**src/rtl/spi_replay_pkg.sv**
```systemverilog
package spi_replay_pkg;

  localparam int unsigned ADDR_W = 5;

  // byte offsets inside the 32-byte window of one unit
  localparam logic [ADDR_W-1:0] OFS_CTRL = 5'h00;
  localparam logic [ADDR_W-1:0] OFS_STAT = 5'h04;
  localparam logic [ADDR_W-1:0] OFS_CLR  = 5'h08;
  localparam logic [ADDR_W-1:0] OFS_CAPS = 5'h0C;
  localparam logic [ADDR_W-1:0] OFS_CMD  = 5'h10;
  localparam logic [ADDR_W-1:0] OFS_DAT  = 5'h14;

  localparam int unsigned CMD_W = 16;

endpackage

```
**src/rtl/replay_regs.sv**
```systemverilog
module replay_regs
  import spi_replay_pkg::*;
#(
  parameter int unsigned CMD_LOG2 = 4,
  parameter int unsigned DAT_LOG2 = 4
) (
  input  logic              clk,
  input  logic              rst_n,
  input  logic              wr_en,
  input  logic [ADDR_W-1:0] wr_addr,
  input  logic              wr_bit,
  input  logic [ADDR_W-1:0] rd_addr,
  input  logic              busy,
  output logic              enable,
  output logic              clear,
  output logic              cmd_push,
  output logic              dat_push,
  output logic [31:0]       rd_data
);

  localparam logic [31:0] CAPS_WORD = {16'd0, 8'(DAT_LOG2), 8'(CMD_LOG2)};

  logic en_q, en_d;
  logic clr_q, clr_d;
  logic load_ok;

  always_comb begin
    en_d  = en_q;
    clr_d = clr_q;
    if (wr_en && (wr_addr == OFS_CTRL)) en_d  = wr_bit;
    if (wr_en && (wr_addr == OFS_CLR))  clr_d = wr_bit;
  end

  always_ff @(posedge clk or negedge rst_n) begin
    if (!rst_n) begin
      en_q  <= 1'b0;
      clr_q <= 1'b0;
    end else begin
      en_q  <= en_d;
      clr_q <= clr_d;
    end
  end

  // loads only while the unit is parked
  assign load_ok  = wr_en && !en_q && !busy && !clr_q;
  assign cmd_push = load_ok && (wr_addr == OFS_CMD);
  assign dat_push = load_ok && (wr_addr == OFS_DAT);
  assign enable   = en_q;
  assign clear    = clr_q;

  always_comb begin
    case (rd_addr)
      OFS_CTRL: rd_data = {31'd0, en_q};
      OFS_STAT: rd_data = {31'd0, busy};
      OFS_CLR:  rd_data = {31'd0, clr_q};
      OFS_CAPS: rd_data = CAPS_WORD;
      default:  rd_data = 32'd0;
    endcase
  end

endmodule

```
**src/rtl/replay_store.sv**
```systemverilog
module replay_store #(
  parameter int unsigned W    = 16,
  parameter int unsigned LOG2 = 4
) (
  input  logic            clk,
  input  logic            rst_n,
  input  logic            clear,
  input  logic            push,
  input  logic [W-1:0]    push_data,
  input  logic [LOG2-1:0] rd_idx,
  output logic [W-1:0]    rd_data,
  output logic [LOG2:0]   count
);

  localparam int unsigned DEPTH    = 1 << LOG2;
  localparam logic [LOG2:0] FULL_CNT = (LOG2+1)'(DEPTH);

  logic [W-1:0]  mem_q [DEPTH];
  logic [LOG2:0] cnt_q, cnt_d;
  logic          full;
  logic          wr_ok;

  assign full  = (cnt_q == FULL_CNT);
  assign wr_ok = push && !full && !clear;

  always_comb begin
    cnt_d = cnt_q;
    if (clear)      cnt_d = '0;
    else if (wr_ok) cnt_d = cnt_q + 1'b1;
  end

  always_ff @(posedge clk or negedge rst_n) begin
    if (!rst_n) cnt_q <= '0;
    else        cnt_q <= cnt_d;
  end

  // one write enable per entry; entries carry no reset
  for (genvar g = 0; g < DEPTH; g++) begin : g_ent
    logic ent_we;
    assign ent_we = wr_ok && (cnt_q[LOG2-1:0] == LOG2'(g));
    always_ff @(posedge clk) begin
      if (ent_we) mem_q[g] <= push_data;
    end
  end

  assign rd_data = mem_q[rd_idx];
  assign count   = cnt_q;

endmodule

```
**src/rtl/replay_stream.sv**
```systemverilog
module replay_stream #(
  parameter int unsigned LOG2 = 4
) (
  input  logic            clk,
  input  logic            rst_n,
  input  logic            start,
  input  logic            active,
  input  logic [LOG2:0]   count,
  input  logic            ready,
  output logic            valid,
  output logic [LOG2-1:0] idx,
  output logic            done
);

  logic [LOG2:0] ptr_q, ptr_d;
  logic          ptr_en;
  logic          pending;

  assign pending = (ptr_q < count);
  assign valid   = active && pending;
  assign done    = !pending;
  assign ptr_en  = start || (valid && ready);

  always_comb begin
    ptr_d = ptr_q;
    if (start)      ptr_d = '0;
    else if (ptr_en) ptr_d = ptr_q + 1'b1;
  end

  always_ff @(posedge clk or negedge rst_n) begin
    if (!rst_n)      ptr_q <= '0;
    else if (ptr_en) ptr_q <= ptr_d;
  end

  assign idx = ptr_q[LOG2-1:0];

endmodule

```
**src/rtl/spi_replay_unit.sv**
```systemverilog
module spi_replay_unit
  import spi_replay_pkg::*;
#(
  parameter int unsigned CMD_LOG2 = 4,
  parameter int unsigned DAT_LOG2 = 4,
  parameter int unsigned DAT_W    = 32
) (
  input  logic              clk,
  input  logic              rst_n,
  input  logic              wr_en,
  input  logic [ADDR_W-1:0] wr_addr,
  input  logic [31:0]       wr_data,
  input  logic [ADDR_W-1:0] rd_addr,
  output logic [31:0]       rd_data,
  input  logic              trigger,
  output logic              cmd_valid,
  input  logic              cmd_ready,
  output logic [CMD_W-1:0]  cmd_data,
  output logic              tx_valid,
  input  logic              tx_ready,
  output logic [DAT_W-1:0]  tx_data
);

  // reset: asserted asynchronously, released on the clock
  logic rst_meta_q, rst_sync_n;

  always_ff @(posedge clk or negedge rst_n) begin
    if (!rst_n) begin
      rst_meta_q <= 1'b0;
      rst_sync_n <= 1'b0;
    end else begin
      rst_meta_q <= 1'b1;
      rst_sync_n <= rst_meta_q;
    end
  end

  logic                enable, clear;
  logic                cmd_push, dat_push;
  logic                busy_q, busy_d;
  logic                start;
  logic [CMD_LOG2:0]   cmd_cnt;
  logic [DAT_LOG2:0]   dat_cnt;
  logic [CMD_LOG2-1:0] cmd_idx;
  logic [DAT_LOG2-1:0] dat_idx;
  logic                cmd_done, dat_done;

  replay_regs #(
    .CMD_LOG2(CMD_LOG2),
    .DAT_LOG2(DAT_LOG2)
  ) u_regs (
    .clk     (clk),
    .rst_n   (rst_sync_n),
    .wr_en   (wr_en),
    .wr_addr (wr_addr),
    .wr_bit  (wr_data[0]),
    .rd_addr (rd_addr),
    .busy    (busy_q),
    .enable  (enable),
    .clear   (clear),
    .cmd_push(cmd_push),
    .dat_push(dat_push),
    .rd_data (rd_data)
  );

  replay_store #(
    .W   (CMD_W),
    .LOG2(CMD_LOG2)
  ) u_cmd_mem (
    .clk      (clk),
    .rst_n    (rst_sync_n),
    .clear    (clear),
    .push     (cmd_push),
    .push_data(wr_data[CMD_W-1:0]),
    .rd_idx   (cmd_idx),
    .rd_data  (cmd_data),
    .count    (cmd_cnt)
  );

  replay_store #(
    .W   (DAT_W),
    .LOG2(DAT_LOG2)
  ) u_dat_mem (
    .clk      (clk),
    .rst_n    (rst_sync_n),
    .clear    (clear),
    .push     (dat_push),
    .push_data(wr_data[DAT_W-1:0]),
    .rd_idx   (dat_idx),
    .rd_data  (tx_data),
    .count    (dat_cnt)
  );

  replay_stream #(.LOG2(CMD_LOG2)) u_cmd_str (
    .clk   (clk),
    .rst_n (rst_sync_n),
    .start (start),
    .active(busy_q),
    .count (cmd_cnt),
    .ready (cmd_ready),
    .valid (cmd_valid),
    .idx   (cmd_idx),
    .done  (cmd_done)
  );

  replay_stream #(.LOG2(DAT_LOG2)) u_dat_str (
    .clk   (clk),
    .rst_n (rst_sync_n),
    .start (start),
    .active(busy_q),
    .count (dat_cnt),
    .ready (tx_ready),
    .valid (tx_valid),
    .idx   (dat_idx),
    .done  (dat_done)
  );

  // replay sequencer
  assign start = trigger && enable && !busy_q && !clear;

  always_comb begin
    busy_d = busy_q;
    if (clear)                              busy_d = 1'b0;
    else if (start)                         busy_d = 1'b1;
    else if (busy_q && cmd_done && dat_done) busy_d = 1'b0;
  end

  always_ff @(posedge clk or negedge rst_sync_n) begin
    if (!rst_sync_n) busy_q <= 1'b0;
    else             busy_q <= busy_d;
  end

endmodule

```
**config.mk**
```make
export PLATFORM = sky130hd
export DESIGN_NAME = spi_replay_unit
export DESIGN_NICKNAME = d
export VERILOG_FILES = /design/src/rtl/spi_replay_pkg.sv /design/src/rtl/replay_regs.sv /design/src/rtl/replay_store.sv /design/src/rtl/replay_stream.sv /design/src/rtl/spi_replay_unit.sv
export SDC_FILE = /design/constraint.sdc
export NUM_CORES = 1
export LEC_CHECK = 0
export BUFFER_PORTS_ARGS = -buffer_cell sky130_fd_sc_hd__buf_4
export CAP_MARGIN = 20
export CORE_MARGIN = 2
export CORE_UTILIZATION = 60
export CTS_CLUSTER_SIZE = 28
export DETAILED_ROUTE_END_ITERATION = 12
export PLACE_DENSITY_LB_ADDON = 0.05
export SYNTH_ARGS = -nofsm -noshare
export SYNTH_HDL_FRONTEND = slang
export SYNTH_HIERARCHICAL = 1
export SYNTH_SLANG_ARGS = --single-unit
```
**constraint.sdc**
```tcl
create_clock -name clk -period 4.55 [get_ports clk]
set_input_delay 0.2275 -clock clk [delete_from_list [all_inputs] [get_ports clk]]
set_output_delay 0.2275 -clock clk [all_outputs]
set_load 0.01 [all_outputs]
```
[After elaboration in Yosys (flattened, before gate mapping)]
Memories as Yosys holds them, arrays and structs flattened.
Cells that the tools add are included.
Operators by class
  add/subtract/negate cells: 4
  muxes and demuxes: 164
  equality and inequality tests: 38
  reduce and logical (&&, ||, !) cells: 98
  order comparisons: 2
Operators by type and width (number)
  $mux 32: 15
  $reduce_or 32->1: 15
  $mux 16: 15
  $reduce_or 16->1: 15
  $mux 4: 30
  $mux 1: 97
  $eq 4x4->1 const B: 16
  $logic_and 1x1->1: 52
  $pmux 11 s4: 1
  $eq 4x3->1 const B: 8
  $mux 5: 6
  $add 5x1->5 const B: 4
  $eq 5x5->1 const B: 4
  $eq 4x2->1 const B: 4
  $eq 5x4->1 const B: 3
  $logic_not 5->1: 2
  $lt 5x5->1: 2
  $eq 4x1->1 const B: 2
  $logic_not 4->1: 2
  $logic_not 1->1: 7
  $eq 5x3->1 const B: 1
  $reduce_bool 2->1: 2
  $reduce_bool 3->1: 1
  $logic_or 1x1->1: 2
Storage, ports and cells
  register bits after elaboration: 25
  logic and storage cells: 317
  RAM bits: 768
  memories: 2
  output and inout bits: 82
  bits of input ports: 48
Memories
  u_dat_mem.mem_q: words 16, bits a word 32, read ports 1, clocked after memory_dff 0, wr ports 1, line replay_store.sv:18  | logic [W-1:0] mem_q [DEPTH];
  u_cmd_mem.mem_q: words 16, bits a word 16, read ports 1, clocked after memory_dff 0, wr ports 1, line replay_store.sv:18

[Depth between registers and ports, before layout]
  depth in word-level cells: 26
  mapped depth: 7
  depth with buffers taken out: 7

[By module]
The synthesis kept the hierarchy.
By module, submodules not included
  replay_store at u_dat_mem: cells an instance 837, instances 1, seq. area each 15499.9 µm², area each 19491.2 µm²
  replay_store at u_cmd_mem: cells an instance 454, instances 1, seq. area each 7812.5 µm², area each 10059.6 µm²
  replay_stream at u_dat_str: cells an instance 44, instances 1, seq. area each 125.1 µm², area each 421.7 µm²
  replay_regs: cells an instance 50, instances 1, seq. area each 50.0 µm², area each 410.4 µm²
  replay_stream at u_cmd_str: cells an instance 44, instances 1, seq. area each 125.1 µm², area each 397.9 µm²
  spi_replay_unit: cells an instance 8, instances 1, seq. area each 75.1 µm², area each 101.3 µm²

[Worst setup path after synthesis]
Ideal clock, no wire load.
  path type: register -> register
  start: register u_regs.clr_q (netlist: u_regs/clear)
  end: memory u_cmd_mem.mem_q[2][0] (netlist: u_cmd_mem/mem_q[1][0]) (enable)
  library setup time: 436 ps
  data arrival time: 3232 ps
  setup slack: 882 ps
  clock period less this slack: 3668 ps
  data required time: 4114 ps
  cell stages (with the launch flop): 7
  buffers on the path: 1
  path through: dfrtp_1 nor3_1 and4_2 clkbuf_1 nor2b_1 nand2_1 nor4b_1
On the way
  word-level cells in the longest chain between the ends: 24
  elaborated cells on any way between the ends: 98
  those cells by class: mux (62); reduce/logical (36)
Ends and longest elaborated chain
  start: declaration: line replay_regs.sv:24  | logic clr_q, clr_d;
  start signal: assignment: line replay_regs.sv:40  | clr_q <= clr_d;
  $logic_not 1->1 *: line replay_regs.sv:45  | assign load_ok = wr_en && !en_q && !busy && !clr_q;
  $logic_and 1x1->1 *: line replay_regs.sv:45
  $logic_and 1x1->1 *: line replay_regs.sv:46  | assign cmd_push = load_ok && (wr_addr == OFS_CMD);
  net cmd_push: line spi_replay_unit.sv:38  | logic cmd_push, dat_push;
  $logic_and 1x1->1 * (2 in a row): line replay_store.sv:24  | assign wr_ok = push && !full && !clear;
  $logic_and 1x1->1 *: line replay_store.sv:40  | assign ent_we = wr_ok && (cnt_q[LOG2-1:0] == LOG2'(g));
  net u_cmd_mem.g_ent[1].ent_we: line replay_store.sv:39  | logic ent_we;
  $mux 1 *: line replay_store.sv:42  | if (ent_we) mem_q[g] <= push_data;
  $mux 1 (implied by the code) *: line replay_store.sv:42
  $reduce_or 16->1 (no source line)
  $mux 4 (no source line) / $mux 1 (equally long branches) (15 in a row)
  end: declaration: line replay_store.sv:18
Mark *: on every way through the listed nets, which the timed path passes. The rest lies on a longest branch.

[Worst setup path in the final report]
  start: register u_dat_str.ptr_q[0]
  end: output tx_data[4]
On the way
  word-level cells in the longest chain between the ends: 1
Ends and longest elaborated chain
  start: declaration: line replay_stream.sv:15  | logic [LOG2:0] ptr_q, ptr_d;
  start signal: assignment: line replay_stream.sv:32  | else if (ptr_en) ptr_q <= ptr_d;
  $mem_v2 16x32
  end: declaration: line spi_replay_unit.sv:21  | output logic [DAT_W-1:0] tx_data
Every way passes these cells.

==> results.sh <==
export IMPL_run_status="complete, no violations"
export IMPL_async_flop_share_pct=3.15
export IMPL_ant_nets=0
export IMPL_antenna_found_initial=0
export IMPL_io_pins=130
export IMPL_grt_pass1_vias=15200
export IMPL_post_drt_via_cell_ratio=6.22
export IMPL_die_width_um=231
export IMPL_reg2reg_slack_ns=1.40
export IMPL_synth_common_cells="768 x edfxtp_1, 182 x mux4_2, 96 x a22oi_1"
export IMPL_syn_area_per_cell_um2=21.5
export IMPL_port_buffers=100
export IMPL_htreeDepth=3
export IMPL_yosysTopAreaCellShare_pct=74.7
export IMPL_period_needed_ns=3.34
export IMPL_cts_setup_buffers=0
export IMPL_slew_headroom_pct=23.1
export IMPL_grt_usage_pct=24.0
export IMPL_tightest_slew_ns=1.15
export IMPL_synth_cell_types=48
export IMPL_synth_top_cells_by_area="edfxtp_1 75%, mux4_2 13%, a22oi_1 2.3%, dfrtp_1 2.0%, buf_4 1.2%"
export IMPL_dr_first_iter_drc_count=1250
export IMPL_critPathMaxStageDelay_ns=0.89
export IMPL_yosysWarnings=6
export IMPL_grt_max_degree=69
export IMPL_crit_buf_inv=2
export IMPL_synth_edff_count=768
export IMPL_cts_buffers_inserted=78
export IMPL_slowest_stage="dfrtp_4"
export IMPL_ir_drop_v=0.000339
export IMPL_drt_first_pass_iters=5
export IMPL_synth_seq_cells=793
export IMPL_ys_seq_area_share_pct=76.7
export IMPL_worstRegToRegCells=6
export IMPL_drcViolationCount=0
export IMPL_cts_root_buffer="clkbuf_16"
export IMPL_crit_path_end_kind="primary output"
export IMPL_cts_sink_count=793
export IMPL_core_area_um2=51100
export IMPL_synthCells=1437
export IMPL_start_util_pct=60.4
export IMPL_setup_viol=0
export IMPL_skew_ns=0.0164
export IMPL_syn_area_um2=30900
export IMPL_hp_start="wr_data[6]"
export IMPL_hold_violations=0
export IMPL_cap_violations=0
export IMPL_place_area_um2=32600
export IMPL_min_to="u_cmd_mem/mem_q[5][6]"
export IMPL_die_h_um=231
export IMPL_final_cell_area_um2=35300
export IMPL_wire_per_inst_um=26.3
export IMPL_num_antenna_cells=0
export IMPL_arrival_ns=3.11
export IMPL_final_util_pct=69.0
export IMPL_timing_rr_start="busy_q"
export IMPL_wirelength_um=61600
export IMPL_clkLatencyLatePin_ns=0.61
export IMPL_report_final_slew_viol_count=0
export IMPL_fp_row_count=83
export IMPL_synthToLayoutAreaGrowth_pct=14.2
export IMPL_worstSetupPathType="register to primary output"
export IMPL_worstPathRequired_ns=4.32
export IMPL_hp_class="input pin to register"
export IMPL_gr_total_overflow=0
export IMPL_gp_congestion=0.745
export IMPL_path_delay_family="flip-flops"
export IMPL_yosysMostFrequentCell="edfxtp_1"
export IMPL_vias=14600
export IMPL_r2r_end="u_dat_mem/mem_q[0][26]"
export IMPL_hpwlAfterDp_um=34600
export IMPL_critical_path_startpoint_type="register"
export IMPL_synth_ff_type="edfxtp_1"
export IMPL_grt_pass1_wl_um=94000
export IMPL_nNetsFinal=1673
export IMPL_clockBufferDepth=3
export IMPL_crit_chain="buf_12 > mux4_2 > a22oi_1 > nand2_1 > buf_4"
export IMPL_clkTransAtPathRegs_ns=0.06
export IMPL_setup_tns_ns=0
export IMPL_ctsResizeCount=0
export IMPL_dieArea_um2=53300
export IMPL_synth_area_leader_cell="edfxtp_1"
export IMPL_drive_gt1_share_pct=28.2
export IMPL_worstPathMaxFanout=34
export IMPL_min_path_cells=1
export IMPL_cellPowerDensity_nw_per_um2=467
export IMPL_power_leakage_uw=0.0112
export IMPL_cts_tree="yes"
export IMPL_fmax_ghz=0.300
export IMPL_period_share_pct=73.3
export IMPL_rsz0062_at_grt="no"
[cells by family after synthesis]
logic type	after synthesis	share of synthesized area, %
flip-flops	793	76.7
multiplexers	197	14.3
AND/OR/NAND/NOR	161	2.60
AO/OA/AOI/OAI	136	3.24
buffers and inverters	125	2.26
adder cells (fa/ha/maj)	18	0.729
XOR/XNOR	5	0.142
other	2	0.0243
[power breakdown]
part           switching [µW]  internal [µW]
clock                    2550           3400
sequential                219           8030
combinational             973           1300
total                    3740          12700
[cell usage in the layout (no fill, tap or decap), drive strengths merged, types with 10 or more instances in the layout]
master / instances
a21oi: 16
a22oi: 96
buf: 144
clkbuf: 98
clkinv: 32
conb: 30
dfrtp: 25
dlygate4sd3: 24
edfxtp: 768
ha: 18
inv: 19
mux4: 192
nand2: 58
nor2: 33
nor3: 10
o21ai: 16
[metrics by stage]
step                      power, µW  setup slack, ns  instances  hold slack, ns
after detailed placement      10700             1.42       2178          0.0114
final                         16500             1.21       2340          0.0342
after global placement        10700             1.48       2173          0.0104
after floorplan               10100            0.882       1465         -0.0681
after global routing          17100            0.981       2340          0.0279
after CTS                     16700             1.11       2335         0.00680
[per-layer routing]
metal	global-route usage, %	vias to the layer above	routed length, µm
li1	-	6280	-
met1	33.6	7750	25600
met2	39.7	449	31500
met3	4.19	77	3430
met4	6.43	0	967
met5	0	-	0
[worst max-delay path by stage]
stage                                   from                     end  depth (start not counted)
after CTS                 u_dat_str/ptr_q[0]             tx_data[23]                          5
after floorplan                 u_regs/clear   u_cmd_mem/mem_q[1][0]                          6
after detailed placement              busy_q  u_dat_mem/mem_q[1][14]                          6
after global routing      u_dat_str/ptr_q[0]             tx_data[24]                          5
after global placement            wr_addr[1]  u_dat_mem/mem_q[0][20]                          7
final                     u_dat_str/ptr_q[0]              tx_data[4]                          5
[worst register-to-register path: cells and delay by family (launching register included)]
kind            cells  cell delay [ns]
compound gates      1             0.57
buf+inv             2             0.49
flops               1             0.46
simple gates        3             1.33
[repair_timing]
item                                   4_1_cts  5_1_grt
endpoints found under the hold margin      261        0
setup endpoints to repair                    0        0
hold buffers                                24        0
[sequential cells by signal, summed over array words and instances (netlist names), 5 cells and up]
name / flops
u_dat_mem/mem_q: 512
u_cmd_mem/mem_q: 256
u_cmd_mem/count: 5
u_cmd_str/ptr_q: 5
u_dat_mem/count: 5
u_dat_str/ptr_q: 5
[cell type report]
type	instances	area, µm²
Clock buffer	97	2090
Sequential cell	793	23700
Timing Repair Buffer	169	1530
Fill cell	3229	15800
Inverter	18	67.6
Tap cell	680	851
Clock inverter	36	253
Multi-Input combinational cell	547	6790
Power figures use the tool's default switching activity.
